--- src/rtl/tstamp_pkg.sv ---
package tstamp_pkg;

  // Per-port strobes from the control to the datapath
  typedef struct packed {
    logic takeFast;   // fast read accepted this cycle
    logic takeUniq;   // unique read accepted this cycle
  } portStrobe_t;

endpackage

--- src/rtl/tstamp_ctrl.sv ---
module tstamp_ctrl #(
  parameter int NUM_PORTS     = 4,
  parameter int PROC_CNT_W    = 8,
  parameter int LOGICAL_LIMIT = 4
) (
  input  logic                                        clk,
  input  logic                                        rst,
  input  logic [PROC_CNT_W-1:0]                       partProcs,
  input  logic [NUM_PORTS-1:0]                        reqValid,
  input  logic [NUM_PORTS-1:0]                        reqUnique,
  input  logic [NUM_PORTS-1:0]                        uniqAhead,
  output logic [NUM_PORTS-1:0]                        reqReady,
  output tstamp_pkg::portStrobe_t [NUM_PORTS-1:0]     strobes,
  output logic                                        useLogical
);

  localparam logic [PROC_CNT_W-1:0] LIMIT_V = PROC_CNT_W'(LOGICAL_LIMIT);

  // Identifier format is registered, so a partition-size change applies next cycle
  always_ff @(posedge clk) begin
    if (rst) useLogical <= 1'b1;
    else     useLogical <= (partProcs < LIMIT_V);
  end

  for (genvar p = 0; p < NUM_PORTS; p++) begin : g_port
    always_comb begin
      strobes[p].takeFast = reqValid[p] & ~reqUnique[p];
      strobes[p].takeUniq = reqValid[p] & reqUnique[p] & uniqAhead[p];
      reqReady[p]         = strobes[p].takeFast | strobes[p].takeUniq;
    end


    fast_ready_chk: assert property (@(posedge clk) disable iff (rst)
      (reqValid[p] && !reqUnique[p]) |-> reqReady[p]);
  end

endmodule

--- src/rtl/tstamp_dp.sv ---
module tstamp_dp #(
  parameter int NUM_PORTS = 4,
  parameter int CNT_W     = 64,
  parameter int LOG_ID_W  = 2,
  parameter int PHYS_ID_W = 4,
  parameter int PHYS_BASE = 8
) (
  input  logic                                     clk,
  input  logic                                     rst,
  input  logic                                     tickEn,
  input  logic [$clog2(CNT_W)-1:0]                 cfgResShift,
  input  logic                                     useLogical,
  input  tstamp_pkg::portStrobe_t [NUM_PORTS-1:0]  strobes,
  output logic [NUM_PORTS-1:0]                     uniqAhead,
  output logic [NUM_PORTS-1:0]                     rspValid,
  output logic [NUM_PORTS-1:0][CNT_W-1:0]          rspData
);

  localparam int RES_W = $clog2(CNT_W);
  localparam logic [RES_W-1:0] LOG_W_V  = RES_W'(LOG_ID_W);
  localparam logic [RES_W-1:0] PHYS_W_V = RES_W'(PHYS_ID_W);

  logic [CNT_W-1:0]                 count;
  logic [CNT_W-1:0]                 incr;
  logic [CNT_W-1:0]                 fastMask;
  logic [CNT_W-1:0]                 uniqMask;
  logic [RES_W-1:0]                 idWidth;
  logic [RES_W-1:0]                 granBits;
  logic [NUM_PORTS-1:0][CNT_W-1:0]  logIds;
  logic [NUM_PORTS-1:0][CNT_W-1:0]  physIds;
  logic [NUM_PORTS-1:0][CNT_W-1:0]  candidate;
  logic [NUM_PORTS-1:0][CNT_W-1:0]  lastVal;
  logic [NUM_PORTS-1:0]             rspUniq;

  // Fixed identifiers, one per port, in both formats
  for (genvar p = 0; p < NUM_PORTS; p++) begin : g_ids
    assign logIds[p]  = CNT_W'(p);
    assign physIds[p] = CNT_W'(PHYS_BASE + p);
  end

  // Resolution and granule masks
  always_comb begin
    incr     = CNT_W'(1) << cfgResShift;
    fastMask = {CNT_W{1'b1}} << cfgResShift;
    idWidth  = useLogical ? LOG_W_V : PHYS_W_V;
    granBits = (cfgResShift > idWidth) ? cfgResShift : idWidth;
    uniqMask = {CNT_W{1'b1}} << granBits;
  end

  // Unique candidates and the monotonic comparison per port
  always_comb begin
    for (int p = 0; p < NUM_PORTS; p++) begin
      candidate[p] = (count & uniqMask) | (useLogical ? logIds[p] : physIds[p]);
      uniqAhead[p] = candidate[p] > lastVal[p];
    end
  end

  // Free-running counter
  always_ff @(posedge clk) begin
    if (rst)         count <= '0;
    else if (tickEn) count <= count + incr;
  end

  // Response and last-value registers
  always_ff @(posedge clk) begin
    if (rst) begin
      lastVal  <= '0;
      rspData  <= '0;
      rspValid <= '0;
      rspUniq  <= '0;
    end else begin
      for (int p = 0; p < NUM_PORTS; p++) begin
        rspValid[p] <= strobes[p].takeFast | strobes[p].takeUniq;
        rspUniq[p]  <= strobes[p].takeUniq;
        if (strobes[p].takeFast) rspData[p] <= count & fastMask;
        if (strobes[p].takeUniq) begin
          rspData[p] <= candidate[p];
          lastVal[p] <= candidate[p];
        end
      end
    end
  end


  counter_hold_chk: assert property (@(posedge clk) disable iff (rst)
    !tickEn |=> $stable(count));

  for (genvar p = 0; p < NUM_PORTS; p++) begin : g_chk

    last_rise_chk: assert property (@(posedge clk) disable iff (rst)
      strobes[p].takeUniq |=> (lastVal[p] > $past(lastVal[p])));


    strobe_excl_chk: assert property (@(posedge clk) disable iff (rst)
      !(strobes[p].takeFast && strobes[p].takeUniq));

    for (genvar q = p + 1; q < NUM_PORTS; q++) begin : g_pair

      distinct_chk: assert property (@(posedge clk) disable iff (rst)
        (rspUniq[p] && rspUniq[q]) |-> (rspData[p] != rspData[q]));
    end
  end

endmodule

--- src/rtl/tstamp_unit.sv ---
module tstamp_unit #(
  parameter int NUM_PORTS     = 4,
  parameter int CNT_W         = 64,
  parameter int LOG_ID_W      = 2,
  parameter int PHYS_ID_W     = 4,
  parameter int PHYS_BASE     = 8,
  parameter int PROC_CNT_W    = 8,
  parameter int LOGICAL_LIMIT = 4
) (
  input  logic                             clk,
  input  logic                             rst,
  input  logic                             tickEn,
  input  logic [$clog2(CNT_W)-1:0]         cfgResShift,
  input  logic [PROC_CNT_W-1:0]            partProcs,
  input  logic [NUM_PORTS-1:0]             reqValid,
  input  logic [NUM_PORTS-1:0]             reqUnique,
  output logic [NUM_PORTS-1:0]             reqReady,
  output logic [NUM_PORTS-1:0]             rspValid,
  output logic [NUM_PORTS-1:0][CNT_W-1:0]  rspData
);

  tstamp_pkg::portStrobe_t [NUM_PORTS-1:0] strobes;
  logic [NUM_PORTS-1:0] uniqAhead;
  logic                 useLogical;

  tstamp_ctrl #(
    .NUM_PORTS(NUM_PORTS), .PROC_CNT_W(PROC_CNT_W), .LOGICAL_LIMIT(LOGICAL_LIMIT)
  ) u_ctrl (
    .clk(clk), .rst(rst), .partProcs(partProcs), .reqValid(reqValid),
    .reqUnique(reqUnique), .uniqAhead(uniqAhead), .reqReady(reqReady),
    .strobes(strobes), .useLogical(useLogical)
  );

  tstamp_dp #(
    .NUM_PORTS(NUM_PORTS), .CNT_W(CNT_W), .LOG_ID_W(LOG_ID_W),
    .PHYS_ID_W(PHYS_ID_W), .PHYS_BASE(PHYS_BASE)
  ) u_dp (
    .clk(clk), .rst(rst), .tickEn(tickEn), .cfgResShift(cfgResShift),
    .useLogical(useLogical), .strobes(strobes), .uniqAhead(uniqAhead),
    .rspValid(rspValid), .rspData(rspData)
  );

  for (genvar p = 0; p < NUM_PORTS; p++) begin : g_hs

    rsp_after_hs_chk: assert property (@(posedge clk) disable iff (rst)
      rspValid[p] |-> $past(reqValid[p] && reqReady[p]));
  end

endmodule

--- config.mk ---
export PLATFORM = sky130hd
export DESIGN_NAME = tstamp_unit
export DESIGN_NICKNAME = d
export VERILOG_FILES = /design/src/rtl/tstamp_pkg.sv /design/src/rtl/tstamp_ctrl.sv /design/src/rtl/tstamp_dp.sv /design/src/rtl/tstamp_unit.sv
export SDC_FILE = /design/constraint.sdc
export NUM_CORES = 2
export LEC_CHECK = 0
export CAP_MARGIN = 10
export CORE_AREA = 5 5 288 290
export CTS_CLUSTER_DIAMETER = 50
export DETAILED_ROUTE_END_ITERATION = 10
export DIE_AREA = 0 0 293 295
export PLACE_DENSITY = 0.67
export SLEW_MARGIN = 20
export SYNTH_ARGS = -nofsm -noshare
export SYNTH_HDL_FRONTEND = slang
export SYNTH_HIERARCHICAL = 1
export SYNTH_SLANG_ARGS = --single-unit
--- constraint.sdc ---
create_clock -name clk -period 7.05 [get_ports clk]
set_input_delay 1.0575 -clock clk [delete_from_list [all_inputs] [get_ports clk]]
set_output_delay 1.0575 -clock clk [all_outputs]
set_load 0.05 [all_outputs]
==> flow_summary.toml <==
[floorplan]
die_area_mm2 = 0.0864
die_h_um = 295
num_io_pins = 289
core_mm2 = 0.0800
die_w_um = 293
rows = 104
start_util_pct = 39.7

[sta]
clock_skew_ps = 29.7
fin_tns_setup_ps = 0
relSlewSlack_pct = 16.5
tightest_slew_ps = 1250
post-route-period-util_pct = 95.9
drv_slew = 0
timing.hold.ws_ps = 448
fmax_mhz = 148
fin_crit_ps = 6760
hold_violations = 0
rsz0062_at_grt = "false"
setup_violations = 0

[finish]
drive_above_1_share_pct = 7.12
layout_common_cells = "nand2_1 (581), dfxtp_1 (580), nor2_1 (461)"
multi_input_area_mm2 = 0.0183
final_common_cell = "nand2_1"
area_delta_synth_final_pct = 21.7
regArea_mm2 = 0.0116
fill_cells = 7689
layout.nets = 4516
stdcell_count = 5289
n_antenna_cell = 0

[logic_synthesis]
synthFlopType = "dfxtp_1"
yosysSeqAreaShare_pct = 36.5
synth_compound_area_share_pct = 15.9
synth_simple_gate_area_share_pct = 18.3
synth_seq_cells = 580
synth_area_mm2 = 0.0318
avgSynthCellArea_um2 = 8.09
yosysWarnings = 6
syn-num-nets = 4273
synth_top_family_by_area = "simple AND/OR/NAND/NOR gates"
synth_edf_count = 0
netlist_instances = 3930
synth_xor_area_share_pct = 1.35
synth_fa_ha_area_share_pct = 12.5
synthDistinctLibCells = 81
async_flop_share_pct = 0
synth_mux_area_share_pct = 9.04

[detailed_routing]
postRouteAntennaNets = 0
drtIter0Drc = 2104
route.detailed.drc = 0
routed_wl_um = 101000
num_vias = 28231
via_per_inst = 5.34
post_drt_wl_per_cell_um = 19.0
drtPass1Iterations = 7

[grt]
first_global_vias = 26730
grt_pass1_wl_um = 154000
grt_overflow = 0
track_usage_pct = 22.2
grt_max_degree = 229
antenna_found_initial = 0

[clock_network]
root_buffer = "clkbuf_16"
cts_num_sinks = 580
cts.clk_slew.worst_paths_ps = 60
numCtsBuffers = 73
cts_tree = "built"
cts_buffer_depth = 3
ctsHtreeMaxLevel = 3
clock_latency_ps = 620

[power]
peakVddDrop_mv = 0.232
pwr_density_cell_mw_per_mm2 = 210
leakage_nw = 15.7

[flow_run]
maxCapViolCount = 0

[outcome]
status = "finished clean"

[setup_path]
end_kind = "output pin"
cp_data_required_time_ps = 5990
path_class = "primary input to output pin"
crit_arrival_ps = 5700
crit_path_start_kind = "primary input"
cp_max_fo = 21

[place]
place_congestion = 0.963
io_buffers = 286
dp_hpwl_um = 71300
dpl.cell_count = 5158

[hold_path]
hold_class = "flip-flop to flip-flop"
[kinds of logic after synthesis]
kind of cell	after synthesis
flip-flops	580
adder cells (fa/ha/maj)	318
AO/OA/AOI/OAI	812
XOR/XNOR	49
multiplexers	287
buffers and inverters	532
AND/OR/NAND/NOR	1352
[layout make-up]
cell class	count	share of cell area (%)
clock buffer	96	5.33
clock inverter	35	0.989
inverter	287	2.78
multi-input combinational	2818	47.1
sequential	580	30.0
tap	1060	3.42
timing repair buffer	413	10.4
[through the flow]
| stage | worst slack, ps | power, mW | instance area, µm² | utilization, % |
|---|---|---|---|---|
| floorplan | 238 | 4.03 | 31800 | - |
| global placement | 40.5 | 4.42 | 36300 | 45.3 |
| detailed placement | 26.5 | 4.42 | 36300 | 45.3 |
| CTS | 7.58 | 8.20 | 38700 | 48.4 |
| global route | 14.0 | 8.41 | 38700 | 48.4 |
| finish | 292 | 8.13 | 38700 | 48.4 |
[where the power goes]
part	switching, mW	internal (mW)
clock	1.53	2.24
sequential	0.0209	3.31
combinational	0.691	0.342
[sequential cells by signal, summed over array words and instances (netlist names)]
name	flops
u_ctrl/useLogical	1
u_dp/count	64
u_dp/lastVal	255
u_dp/rspData	256
u_dp/rspValid	4
[critical path, cell delays in order]
cell             delay (ps)
clkdlybuf4s50_1         420
buf_4                   230
o21ai_0                 520
buf_4                   220
nand2b_1                200
nand2_1                 130
and3_1                  350
buf_4                   290
ha_1                    160
nand4_1                 100
nor2_1                  150
nand3_1                 130
nor4_1                 1020
a21oi_2                 270
inv_1                   100
a21boi_0                140
buf_12                  180
[metal layers]
| layer | vias to the layer above | track usage (%) | wire [µm] |
|---|---|---|---|
| met2 | 833 | 37.3 | 47300 |
| li1 | 13859 | - | - |
| met4 | 0 | 6.15 | 2480 |
| met5 | - | 0 | 0 |
| met1 | 13399 | 30.1 | 44500 |
| met3 | 140 | 3.00 | 6240 |
[Yosys cell counts, types with 6 or more instances]
cell,instances,area (µm²)
a21oi_1,389,1950
o21bai_1,9,67.6
and2_1,17,106
o21a_1,37,278
xnor2_1,25,219
dfxtp_1,580,11600
nand3_1,30,150
a21o_1,144,1080
clkbuf_1,200,751
nor3_1,34,170
nand4b_1,8,70.1
nand4_1,63,394
inv_1,287,1080
a31oi_1,13,81.3
a21boi_1,6,45.0
a21boi_0,6,45.0
nor2b_1,42,263
buf_2,12,60.1
o21ai_0,71,355
or2_2,8,50.1
a211oi_1,31,233
o211a_1,8,80.1
a22oi_1,6,45.0
buf_1,33,124
o211ai_1,15,113
xor2_1,24,210
mux2i_1,285,2850
or3_1,8,50.1
nor4_1,12,75.1
nand2b_1,33,206
and3_1,27,169
o22ai_1,10,62.6
nor2_1,466,1750
nand2_1,582,2180
ha_1,317,3970
[timing repair]
item,CTS,global route
resized for setup,0,7
endpoints found under the setup margin,0,3
hold buffers,0,0
buffers inserted,0,0
[final timing paths]
check	cells past startpoint	to	slack (ps)	from
setup / recovery	17	reqReady[3]	290	cfgResShift[1]
setup reg to reg	26	u_dp/rspData[226]$_SDFFE_PP0P_	1660	u_ctrl/useLogical$_SDFF_PP1_
hold reg to reg	2	u_dp/rspData[145]$_SDFFE_PP0P_	450	u_dp/rspData[145]$_SDFFE_PP0P_
hold / removal	2	u_dp/rspData[145]$_SDFFE_PP0P_	450	u_dp/rspData[145]$_SDFFE_PP0P_
Note: power is estimated with default switching activity, not from simulation.
